File: config.mk
export PLATFORM = sky130hd
export DESIGN_NAME = chop_decay_ctrl
export DESIGN_NICKNAME = d
export VERILOG_FILES = /design/src/rtl/chop_pkg.sv /design/src/rtl/chop_period_timer.sv /design/src/rtl/chop_phase_fsm.sv /design/src/rtl/chop_leg_deadtime.sv /design/src/rtl/chop_decay_ctrl.sv
export SDC_FILE = /design/constraint.sdc
export NUM_CORES = 1
export LEC_CHECK = 0
export BUFFER_PORTS_ARGS = -buffer_cell sky130_fd_sc_hd__buf_2
export CAP_MARGIN = 20
export CORE_AREA = 5 5 100 102
export CTS_CLUSTER_DIAMETER = 80
export DETAILED_ROUTE_END_ITERATION = 16
export DIE_AREA = 0 0 105 107
export GPL_TIMING_DRIVEN = 1
export PLACE_DENSITY = 0.39
export SYNTH_ARGS = -nofsm -noshare
export SYNTH_HDL_FRONTEND = slang
export SYNTH_SLANG_ARGS = --single-unit
File: constraint.sdc
create_clock -name clk -period 3.2 [get_ports clk]
set_clock_uncertainty 0.2 [all_clocks]
set_input_delay 0.96 -clock clk [delete_from_list [all_inputs] [get_ports clk]]
set_output_delay 0.96 -clock clk [all_outputs]
set_load 0.005 [all_outputs]
File: src/rtl/chop_pkg.sv
package chop_pkg;

  typedef enum logic [2:0] {
    PH_OFF   = 3'd0,
    PH_DRIVE = 3'd1,
    PH_FAST  = 3'd2,
    PH_SLOW  = 3'd3,
    PH_COAST = 3'd4
  } phase_e;

  typedef struct packed {
    logic hs;
    logic ls;
  } leg_t;

  // index 1 is leg A, index 0 is leg B
  typedef leg_t [1:0] bridge_t;

  localparam leg_t LEG_OFF = 2'b00;
  localparam leg_t LEG_HI  = 2'b10;
  localparam leg_t LEG_LO  = 2'b01;

  localparam logic [1:0] SEL_SLOW  = 2'b00;
  localparam logic [1:0] SEL_MIXED = 2'b01;

  // Gate pattern wanted for a phase and latched polarity.
  function automatic bridge_t gate_pattern(phase_e ph, logic pol);
    bridge_t b;
    case (ph)
      PH_DRIVE: b = pol ? {LEG_HI, LEG_LO} : {LEG_LO, LEG_HI};
      PH_FAST:  b = pol ? {LEG_LO, LEG_HI} : {LEG_HI, LEG_LO};
      PH_SLOW:  b = {LEG_LO, LEG_LO};
      default:  b = {LEG_OFF, LEG_OFF};
    endcase
    return b;
  endfunction

  // Decay phase entered when a trip is accepted.
  function automatic phase_e decay_entry(logic [1:0] sel, logic rising, logic past_mix);
    phase_e ph;
    if (sel == SEL_SLOW)       ph = PH_SLOW;
    else if (sel[1])           ph = PH_FAST;
    else if (rising || past_mix) ph = PH_SLOW;
    else                       ph = PH_FAST;
    return ph;
  endfunction

endpackage

File: src/rtl/chop_period_timer.sv
module chop_period_timer #(
  parameter int PERIOD = 2500,
  parameter int BLANK  = 469,
  parameter int MIX_AT = 1875
) (
  input  logic                        clk,
  input  logic                        rst_n,
  input  logic                        run,
  output logic [$clog2(PERIOD)-1:0]   cnt_o,
  output logic                        last_o,
  output logic                        blank_done_o,
  output logic                        mix_point_o,
  output logic                        mix_late_o
);
  localparam int CW = $clog2(PERIOD);
  localparam logic [CW-1:0] LAST_C  = CW'(PERIOD - 1);
  localparam logic [CW-1:0] BLANK_C = CW'(BLANK);
  localparam logic [CW-1:0] MIXM1_C = CW'(MIX_AT - 1);

  logic [CW-1:0] cnt_q;

  always_ff @(posedge clk) begin
    if (!rst_n || !run)       cnt_q <= '0;
    else if (cnt_q == LAST_C) cnt_q <= '0;
    else                      cnt_q <= cnt_q + 1'b1;
  end

  assign cnt_o        = cnt_q;
  assign last_o       = run && (cnt_q == LAST_C);
  assign blank_done_o = cnt_q >= BLANK_C;
  assign mix_point_o  = cnt_q == MIXM1_C;
  assign mix_late_o   = cnt_q >= MIXM1_C;

  AST_CNT_RANGE: assert property (@(posedge clk) disable iff (!rst_n)
    cnt_q <= LAST_C);

endmodule

File: src/rtl/chop_phase_fsm.sv
module chop_phase_fsm
  import chop_pkg::*;
(
  input  logic       clk,
  input  logic       rst_n,
  input  logic       bridge_en,
  input  logic       pol,
  input  logic       trip,
  input  logic       zero_x,
  input  logic [1:0] decay_sel,
  input  logic       cur_rising,
  input  logic       cyc_last,
  input  logic       blank_done,
  input  logic       mix_point,
  input  logic       mix_late,
  output phase_e     phase_o,
  output logic       pol_o,
  output logic       trip_lat_o
);
  phase_e phase_q, phase_d;
  logic   pol_q, pol_d;
  logic   lat_q, lat_d;
  logic   arm_q, arm_d;
  logic   trip_seen;
  logic   mixed_dec;

  assign trip_seen = trip && blank_done;
  assign mixed_dec = (decay_sel == SEL_MIXED) && !cur_rising;

  always_comb begin
    phase_d = phase_q;
    pol_d   = pol_q;
    lat_d   = lat_q;
    arm_d   = arm_q;
    if (!bridge_en) begin
      phase_d = PH_OFF;
      lat_d   = 1'b0;
      arm_d   = 1'b0;
    end else if (phase_q == PH_OFF || cyc_last) begin
      phase_d = PH_DRIVE;
      pol_d   = pol;
      lat_d   = 1'b0;
      arm_d   = 1'b0;
    end else begin
      case (phase_q)
        PH_DRIVE: if (trip_seen) begin
          lat_d   = 1'b1;
          arm_d   = mixed_dec;
          phase_d = decay_entry(decay_sel, cur_rising, mix_late);
        end
        PH_FAST: begin
          if (arm_q && mix_point) phase_d = PH_SLOW;
          else if (zero_x)        phase_d = PH_COAST;
        end
        PH_COAST: if (arm_q && mix_point) phase_d = PH_SLOW;
        default: ;
      endcase
    end
  end

  always_ff @(posedge clk) begin
    if (!rst_n) begin
      phase_q <= PH_OFF;
      pol_q   <= 1'b0;
      lat_q   <= 1'b0;
      arm_q   <= 1'b0;
    end else begin
      phase_q <= phase_d;
      pol_q   <= pol_d;
      lat_q   <= lat_d;
      arm_q   <= arm_d;
    end
  end

  assign phase_o    = phase_q;
  assign pol_o      = pol_q;
  assign trip_lat_o = lat_q;

  AST_TRIP_LATCH_HOLDS: assert property (@(posedge clk) disable iff (!rst_n)
    (lat_q && bridge_en && !cyc_last) |=> lat_q);
  AST_DECAY_NEEDS_TRIP: assert property (@(posedge clk) disable iff (!rst_n)
    (phase_q == PH_FAST || phase_q == PH_SLOW || phase_q == PH_COAST) |-> lat_q);
  AST_COAST_AFTER_FAST: assert property (@(posedge clk) disable iff (!rst_n)
    (phase_q == PH_COAST) |-> ($past(phase_q) == PH_FAST || $past(phase_q) == PH_COAST));

endmodule

File: src/rtl/chop_leg_deadtime.sv
module chop_leg_deadtime
  import chop_pkg::*;
#(
  parameter int DEAD = 50
) (
  input  logic clk,
  input  logic rst_n,
  input  logic clear,
  input  leg_t want,
  output leg_t q_o
);
  localparam int DW = $clog2(DEAD + 1);
  localparam logic [DW-1:0] DEAD_C = DW'(DEAD);

  leg_t          q;
  logic [DW-1:0] dt_q;
  logic [DW-1:0] dt_inc;

  assign dt_inc = (dt_q >= DEAD_C) ? DEAD_C : dt_q + 1'b1;

  always_ff @(posedge clk) begin
    if (!rst_n) begin
      q    <= LEG_OFF;
      dt_q <= DEAD_C;
    end else if (clear || (want != q && q != LEG_OFF)) begin
      q    <= LEG_OFF;
      dt_q <= (q != LEG_OFF) ? DW'(1) : dt_inc;
    end else if (want == q) begin
      dt_q <= dt_inc;
    end else if (dt_q >= DEAD_C) begin
      q <= want;
    end else begin
      dt_q <= dt_inc;
    end
  end

  assign q_o = q;

  logic hs_w, ls_w;
  assign hs_w = q.hs;
  assign ls_w = q.ls;

  AST_NO_SHOOT_THROUGH: assert property (@(posedge clk) disable iff (!rst_n)
    !(hs_w && ls_w));
  AST_DEAD_GAP_HI: assert property (@(posedge clk) disable iff (!rst_n)
    $rose(hs_w) |-> !$past(ls_w));
  AST_DEAD_GAP_LO: assert property (@(posedge clk) disable iff (!rst_n)
    $rose(ls_w) |-> !$past(hs_w));

endmodule

File: src/rtl/chop_decay_ctrl.sv
module chop_decay_ctrl
  import chop_pkg::*;
#(
  parameter int PERIOD = 2500,
  parameter int BLANK  = 469,
  parameter int MIX_AT = 1875,
  parameter int DEAD   = 50
) (
  input  logic       clk,
  input  logic       rst_n,
  input  logic       bridge_en,
  input  logic       pol,
  input  logic       trip,
  input  logic       zero_x,
  input  logic [1:0] decay_sel,
  input  logic       cur_rising,
  output logic       gate_a_hi,
  output logic       gate_a_lo,
  output logic       gate_b_hi,
  output logic       gate_b_lo
);
  localparam int CW = $clog2(PERIOD);
  localparam logic [CW-1:0] BLANK_C = CW'(BLANK);

  phase_e        phase_q;
  logic          pol_q;
  logic          trip_lat_q;
  logic [CW-1:0] cnt_q;
  logic          cyc_last;
  logic          blank_done;
  logic          mix_point;
  logic          mix_late;
  logic          run;
  bridge_t       want;
  bridge_t       legs;

  assign run = (phase_q != PH_OFF);

  chop_period_timer #(.PERIOD(PERIOD), .BLANK(BLANK), .MIX_AT(MIX_AT)) u_timer (
    .clk(clk), .rst_n(rst_n), .run(run),
    .cnt_o(cnt_q), .last_o(cyc_last), .blank_done_o(blank_done),
    .mix_point_o(mix_point), .mix_late_o(mix_late)
  );

  chop_phase_fsm u_fsm (
    .clk(clk), .rst_n(rst_n), .bridge_en(bridge_en), .pol(pol),
    .trip(trip), .zero_x(zero_x), .decay_sel(decay_sel), .cur_rising(cur_rising),
    .cyc_last(cyc_last), .blank_done(blank_done), .mix_point(mix_point),
    .mix_late(mix_late), .phase_o(phase_q), .pol_o(pol_q), .trip_lat_o(trip_lat_q)
  );

  assign want = gate_pattern(phase_q, pol_q);

  for (genvar g = 0; g < 2; g++) begin : g_leg
    chop_leg_deadtime #(.DEAD(DEAD)) u_leg (
      .clk(clk), .rst_n(rst_n), .clear(~bridge_en),
      .want(want[g]), .q_o(legs[g])
    );
  end

  assign gate_a_hi = legs[1].hs & bridge_en;
  assign gate_a_lo = legs[1].ls & bridge_en;
  assign gate_b_hi = legs[0].hs & bridge_en;
  assign gate_b_lo = legs[0].ls & bridge_en;

  AST_BLANK_HOLDS: assert property (@(posedge clk) disable iff (!rst_n)
    (run && cnt_q <= BLANK_C) |-> (phase_q == PH_DRIVE));
  AST_CYCLE_RESTART: assert property (@(posedge clk) disable iff (!rst_n)
    (bridge_en && cyc_last) |=> (phase_q == PH_DRIVE && cnt_q == '0));
  AST_OFF_WHEN_DISABLED: assert property (@(posedge clk) disable iff (!rst_n)
    !bridge_en |=> (phase_q == PH_OFF && !trip_lat_q));

endmodule

== Word level (Yosys, flattened, before mapping) ==
Cells that the tools add are included.
Widths: inputs -> output; s select.

* Bits in registers: 33
* Input bits: 9
* Output and inout bits: 4
* Word-level logic and storage cells: 99

* Add/subtract/negate cells: 3
* $lt $le $gt $ge: 4
* Eq/ne operators: 19
* Mux-type cells: 22
* Bitwise operators: 8
* Reduce and logical (&&, ||, !) cells: 32

{| class="wikitable"
|+ Operator list
! operator !! count
|-
| $mux 6 || 10
|-
| $mux 3 || 6
|-
| $add 12x1->12 const B || 1
|-
| $add 6x1->6 const B || 2
|-
| $eq 12x11->1 const B || 1
|-
| $eq 12x12->1 const B || 1
|-
| $ge 12x11->1 const B || 1
|-
| $ge 12x9->1 const B || 1
|-
| $ge 6x6->1 const B || 2
|-
| $pmux 4 s3 || 1
|-
| $reduce_and 2->1 || 5
|-
| $pmux 3 s3 || 1
|-
| $mux 4 || 2
|-
| $reduce_and 4->1 || 2
|-
| $eq 3x2->1 const B || 2
|-
| $logic_and 1x1->1 || 6
|-
| $ne 3x1->1 const B || 2
|-
| $ne 3x3->1 const B || 2
|-
| $reduce_bool 3->1 || 2
|-
| $reduce_or 2->1 || 3
|-
| $logic_or 1x1->1 || 5
|-
| $and 1x1->1 || 4
|-
| $eq 2x2->1 || 2
|-
| $ne 2x1->1 const B || 2
|-
| 14 further kinds || 22
|}

== Logic depth before layout (Yosys ltp) ==
Gate-level depths: netlist of run 1.

* Word-level depth: 8
* Gate-level depth with buffers: 7

== Hierarchy ==
A second synthesis of run 1 with hierarchy kept.

* Cells, all modules: 272
* Area total of the unflattened synthesis: 2220.9 um2

{| class="wikitable"
|+ Modules (own cells, without submodules)
! module !! instances !! cells an instance !! area each (um2) !! sequential area each (um2)
|-
| chop_leg_deadtime || 2 || 65 || 523.0 || 160.2
|-
| chop_period_timer || 1 || 81 || 708.2 || 240.2
|-
| chop_phase_fsm || 1 || 45 || 362.8 || 120.1
|-
| chop_decay_ctrl || 1 || 16 || 103.8 || 0.0
|}

== Worst setup path before layout of run 1 ==
No wires, ideal clock.

* Path kind: input -> output
* Start point: in bridge_en
* End point: out gate_a_hi
* Arrival time: 1221 ps
* Setup slack: 819 ps
* Stages on the path: 2
* Path through: buf_6 -> and2_1

* Word-level cells in the longest chain between the ends: 1

{| class="wikitable"
|+ RTL lines
! what !! line !! source
|-
| start, declared || chop_decay_ctrl.sv:11 || <nowiki>input logic bridge_en,</nowiki>
|-
| $and 1x1->1 || chop_decay_ctrl.sv:61 || <nowiki>assign gate_a_hi = legs[1].hs & bridge_en;</nowiki>
|-
| end, declared || chop_decay_ctrl.sv:17 || <nowiki>output logic gate_a_hi,</nowiki>
|}

Every way passes these cells.

== Worst setup path after layout of run 1 ==
* Start point: in bridge_en
* End point: out gate_a_lo

* Word-level cells in the longest chain between the ends: 1

{| class="wikitable"
|+ RTL lines
! what !! line !! source
|-
| $and 1x1->1 || chop_decay_ctrl.sv:62 || <nowiki>assign gate_a_lo = legs[1].ls & bridge_en;</nowiki>
|-
| end, declared || chop_decay_ctrl.sv:18 || <nowiki>output logic gate_a_lo,</nowiki>
|}

Every way passes these cells.

==> results of run 1 <==
## logic make-up (layout without fill, tap and decap cells)
kind of cell               count (synthesis)  count (layout)  synth area share
and+or+nand+nor                          116             116             0.312
AOI/OAI and AO/OA                         68              68             0.213
DFF                                       33              33             0.314
buffers and inverters                     26              36            0.0594
xor gates and xnor gates                  12              12            0.0499
adders and majority gates                  8               8            0.0475
muxes                                      1               1           0.00475
## final timing paths
| check | end | slack [ns] | depth (start not counted) |
|---|---|---|---|
| worst max-delay path | gate_a_lo | 0.57 | 4 |
| worst min-delay path | u_fsm.arm_q | 0.29 | 2 |
| worst max register to register | u_fsm.phase_o[0] | 0.73 | 7 |
| worst min register to register | u_fsm.arm_q | 0.29 | 2 |
## state kept, by name (all words and copies together), names as in the netlist
register          flops
u_timer.cnt_o        12
g_leg.u_leg.dt_q     12
u_fsm.arm_q           1
u_fsm.phase_o         3
u_fsm.pol_o           1
g_leg.u_leg.hs_w      2
g_leg.u_leg.ls_w      2
## synthesized netlist by cell type, types with 3 or more instances
| library cell | count |
|---|---|
| dfxtp_1 | 33 |
| nor2_1 | 28 |
| o21ai_0 | 23 |
| nand2_1 | 19 |
| a21oi_1 | 12 |
| inv_1 | 11 |
| clkbuf_1 | 10 |
| nand2b_1 | 10 |
| and3_1 | 8 |
| ha_1 | 8 |
| xnor2_1 | 8 |
| or4_1 | 6 |
| a211oi_1 | 5 |
| nand4_1 | 5 |
| and2_1 | 4 |
| and3_2 | 4 |
| nand3_1 | 4 |
| nor3_1 | 4 |
| xor2_1 | 4 |
| a211o_1 | 3 |
| a21boi_0 | 3 |
| nand3b_1 | 3 |
| nor3b_1 | 3 |
| o21a_1 | 3 |
| o22ai_1 | 3 |
## power groups by stage
stage                     clock [uW]  combinational, uW  sequential (uW)
final                            324               76.4              432
after CTS                        339               78.0              432
after global placement             0               77.9              442
after floorplan                    0               59.3              434
after global routing             355               87.2              434
after detailed placement           0               77.5              442
## area by class of cell
type / instances / area (um^2)
Tap cell: 111 / 139
Inverter: 11 / 41.3
Clock inverter: 3 / 17.5
Sequential cell: 33 / 661
Clock buffer: 5 / 68.8
Fill cell: 1009 / 6680
Multi-Input combinational cell: 205 / 1320
Timing Repair Buffer: 17 / 97.6
## per-stage QoR
stage,setup WS [ns],power (uW),hold WS [ns],instances,cell area (um^2)
global placement,0.579,520,0.278,377,2260
floorplan,0.819,494,0.244,264,2110
detailed placement,0.554,519,0.288,377,2260
global route,0.512,876,0.334,385,2350
CTS,0.553,849,0.300,385,2350
finish,0.575,832,0.292,385,2350
## critical path, delay by kind of cell
kind	cells	cell delay (ns)
buffers and inverters	3	0.42
and+or+nand+nor	1	0.09
## metal layers
metal	up-vias	GRT usage	wire, um
li1	976	-	-
met1	903	0.143	2690
met2	32	0.143	2330
met3	7	0.0241	229
met4	0	0.0301	61
met5	-	0	0
==> summary.txt, run 1 <==
Final layout
  • Synthesis-to-layout area growth: 11.3%
  • Net count, final: 290
  • Share of cells above drive strength 1: 0.128
  • Final design utilization: 0.260
  • Commonest non-fill, non-tap cell in the layout: dfxtp_1
  • Diodes inserted: 0
  • Commonest cells after routing, fill and taps aside: 33 x dfxtp_1, 28 x nor2_1, 23 x o21ai_0

Floorplanning
  • Full die area: 11200 um^2
  • Die Ht: 107 um
  • # IOs: 13
  • Site Rows: 35
  • Starting Density: 0.234
  • Area of the core: 9020 um^2
  • Die Wd: 105 um

Hold path
  • Hold Crit Start: u_fsm.arm_q
  • HP Class: register to register

Power and ir drop
  • Psw: 231 uW
  • Lkg Pwr: 0.000832 uW
  • Gate power share: 0.092
  • Internal power: 601 uW
  • Power per Cell Area: ~350 nW/um^2
  • Sequential power share: 0.519
  • Switching part of the total: 0.277
  • Peak VDD IR: 114 uV
  • Clock power frac: 0.389

Synthesis
  • Mapped Cells: about 260
  • Synth Warn #: 0
  • FF+latch count, synth: 33
  • Yosys top cell area share: 0.314
  • Synth area leaders: dfxtp_1 31%, o21ai_0 5.5%, nor2_1 5.0%
  • Main synth FF type: dfxtp_1
  • Sequential area share after synthesis: 0.314
  • Netlist cell types: 55
  • Async SR Flop Fraction: 0
  • Mapped Nets: ~280
  • Mapped Area: 2110 um^2
  • EDFF count, synth: 0
  • Largest area contributor in the netlist: dfxtp_1
  • Syn Area/Cell: 7.98 um^2

Timing
  • Final critical-path share of the clock period: 0.820
  • RSZ-0062 raised after global routing: no
  • Final setup vio count: 0
  • Worst Tran Pin Value: slightly below 0.7 ns
  • Minimum clock period after layout: 2.63 ns
  • Final Hold Fails: 0
  • Fmax: 381 MHz
  • Fin Setup TNS: 0 ns
  • Slew Limit Headroom: 0.542
  • Number of max-slew violations in the final report: 0

Worst setup path
  • Worst Path Required: 2.04 ns
  • CP most frequent cell: buf_2
  • Crit path largest cell delay: 0.19 ns
  • CP Class: input port to output port
  • CP max FO: 10
  • CP startpoint: bridge_en
  • CP arrival: 1.47 ns
  • Slowest CP cell: buf_2
  • Startpoint Class: input port
  • FF-to-FF Start: u_timer.cnt_o[0]
  • Crit. End Element: output port
  • CP cell instances: buf_2 > inv_1 > nor2_1 > buf_2

CTS
  • H-Tree Level Count: 2
  • CTS max path bufs: 2
  • Worst-skew pair later-pin latency: 0.30 ns
  • # hold bufs at CTS: 0
  • CTS sink count: 33
  • Post-cts sizing count: 0
  • CTS buffer count: 5
  • Clk root buf: clkbuf_8
  • Clock tree from TritonCTS: done
  • Clk pin slew, worst setup/hold paths: 0.07 ns
  • # Post-CTS Setup Buffers: 0

Placed design
  • Post-DP HPWL: between 3000 and 4000 um
  • Final GP Congestion: 0.714
  • Port Buffers: 12

Outcome
  • Status: finished, final reports clean

Detailed routing
  • Drt total wl: 5310 um
  • TritonRoute pass-1 iters: 6
  • Number of DRC markers in iteration 0: 72
  • Via Count: 1918
  • Via/cell ratio: 4.98
  • ANT nets after route: 0
  • DR WL/cell: 13.8 um
  • DRC: 0

Global routing
  • Total GRT Usage: 0.0986
  • First-pass GRT wire length: 9180 um
  • Vias in the first global route: 1767
  • Largest net degree at the start of global routing: 22
  • Grt total ovfl: 0
  • Initial antenna violation count: 0

Flow run
  • Max-cap violations: 0
Note: power is estimated with default switching activity, not from simulation.
==> inputs of run 2 (changes only) <==
- clock period: 3.2 -> 2.7 ns (I/O delays scaled with it)
==> run 2 against run 1 <==
Combinational power rose by 26%; routed wire length grew 2.8%; cell area is 2.6% higher; clock-buffer cell count increased by 2; critical path depth unchanged; final cell count is 1.0% higher; global-route usage grew 0.33 points; sequential power up 17%; power up 32%; critical path type unchanged; critical endpoint unchanged.
==> summary.txt, run 2 (synthesis results as in run 1) <==
Timing
  • Worst Tran Pin Value: 0.486 ns
  • Fmax: roughly 420 MHz
  • Fin Setup TNS: 0 ns
  • Number of max-slew violations in the final report: 0
  • RSZ-0062 raised after global routing: no
  • Slew Limit Headroom: 0.674
  • Final critical-path share of the clock period: 0.890
  • Minimum clock period after layout: 2.40 ns
  • Final Hold Fails: 0
  • Final setup vio count: 0

Power and ir drop
  • Peak VDD IR: 176 uV
  • Clock power frac: 0.450
  • Psw: 260 uW
  • Internal power: 837 uW
  • Sequential power share: 0.462
  • Switching part of the total: 0.237
  • Gate power share: 0.088
  • Power per Cell Area: 456 nW/um^2
  • Lkg Pwr: 0.000868 uW

Worst setup path
  • Startpoint Class: input port
  • CP cell instances: buf_2 > inv_1 > nor2_1 > buf_2
  • Buf/Inv on CP: 3
  • CP max FO: 10
  • CP Class: input port to output port
  • CP most frequent cell: buf_2
  • Crit path largest cell delay: 0.19 ns
  • Worst Path Required: about 1.7 ns
  • Crit. End Element: output port
  • CP arrival: between 1 and 1.5 ns
  • Slowest CP cell: buf_2
  • Reg-to-reg setup timing slack: 0.31 ns
  • Delay-heaviest family, CP: buffers and inverters

Global routing
  • Initial antenna violation count: 0
  • Total GRT Usage: 0.102
  • First-pass GRT wire length: 9580 um
  • Largest net degree at the start of global routing: 21
  • Grt total ovfl: 0
  • Vias in the first global route: 1892

Floorplanning
  • Die Ht: between 100 and 150 um
  • Die Wd: about 110 um
  • Site Rows: 35
  • Starting Density: 0.234
  • # IOs: 13
  • Full die area: 11200 um^2
  • Area of the core: 9020 um^2

CTS
  • CTS sink count: 33
  • Post-cts sizing count: 0
  • # Post-CTS Setup Buffers: 0
  • H-Tree Level Count: 2
  • Clock tree from TritonCTS: done
  • Clk pin slew, worst setup/hold paths: 0.07 ns
  • Worst-skew pair later-pin latency: 0.29 ns
  • Clk root buf: clkbuf_8
  • CTS buffer count: 5
  • # hold bufs at CTS: 0
  • CTS max path bufs: 2

Detailed routing
  • Via Count: 1903
  • Number of DRC markers in iteration 0: 43
  • DRC: 0
  • Drt total wl: around 5500 um
  • TritonRoute pass-1 iters: 4
  • Via/cell ratio: a little under 5
  • ANT nets after route: 0
  • DR WL/cell: 14.0 um

Placed design
  • Final GP Congestion: 0.742
  • Post-DP HPWL: approximately 4000 um
  • Port Buffers: 12

Final layout
  • Commonest cells after routing, fill and taps aside: 33 x dfxtp_1, 28 x nor2_1, 23 x o21ai_0
  • Net count, final: 294
  • Share of cells above drive strength 1: 0.137
  • Synthesis-to-layout area growth: 14.2%
  • Commonest non-fill, non-tap cell in the layout: dfxtp_1
  • Diodes inserted: 0
  • Final design utilization: 0.267
  • Fill cells: 984

Hold path
  • HP Class: register to register

Flow run
  • Max-cap violations: 0

Outcome
  • Status: finished, final reports clean
[run 2: layer usage]
metal | share of wire | track usage | vias up
met3 | 0.030 | 0.0241 | 5
li1 | - | - | 981
met2 | 0.45 | 0.163 | 19
met5 | 0 | 0 | -
met4 | 0.0073 | 0.0219 | 0
met1 | 0.51 | 0.139 | 898
[run 2: power by group through the flow]
| stage | Combinational (uW) | Sequential (uW) | Clock [uW] |
|---|---|---|---|
| 6_report | 96.6 | 507 | 493 |
| 5_1_grt | 113 | 510 | 537 |
| 4_1_cts | 97.7 | 507 | 515 |
| 3_5_place_dp | 97.1 | 518 | 0 |
| 3_3_place_gp | 98.1 | 519 | 0 |
| 2_1_floorplan | 70.3 | 515 | 0 |
[run 2: layout make-up]
| cell class | count | area, um^2 | share of cell area |
|---|---|---|---|
| clock buffer | 7 | 86.3 | 0.0359 |
| clock inverter | 1 | 30.0 | 0.0125 |
| inverter | 11 | 41.3 | 0.0172 |
| multi-input combinational | 205 | 1320 | 0.549 |
| sequential | 33 | 661 | 0.275 |
| tap | 111 | 139 | 0.0577 |
| timing repair buffer | 21 | 128 | 0.0530 |
[run 2: worst register-to-register path, stage by stage (launching register included)]
cell and delay [ns]:
dfxtp_1 0.40, inv_1 0.08, ha_1 0.22, or4_1 0.42
a221o_1 0.34, a211o_1 0.32, a211oi_2 0.21, a211oi_1 0.09
[run 2: metrics by stage]
step / area (um^2) / hold WS [ns] / worst slack [ns] / instances / power, uW
floorplan: 2110 / 0.244 / 0.473 / 264 / 585
global placement: 2290 / 0.271 / 0.273 / 381 / 617
detailed placement: 2290 / 0.286 / 0.260 / 381 / 615
CTS: 2410 / 0.296 / 0.300 / 389 / 1120
global route: 2410 / 0.328 / 0.177 / 389 / 1160
finish: 2410 / 0.294 / 0.297 / 389 / 1100
[run 2: worst paths after layout]
check / start / endpoint / cells after the start
min: u_fsm.arm_q / u_fsm.arm_q / 2
max: bridge_en / gate_a_lo / 4
min reg2reg: u_fsm.arm_q / u_fsm.arm_q / 2
max reg2reg: u_timer.cnt_o[0] / u_fsm.phase_o[0] / 7
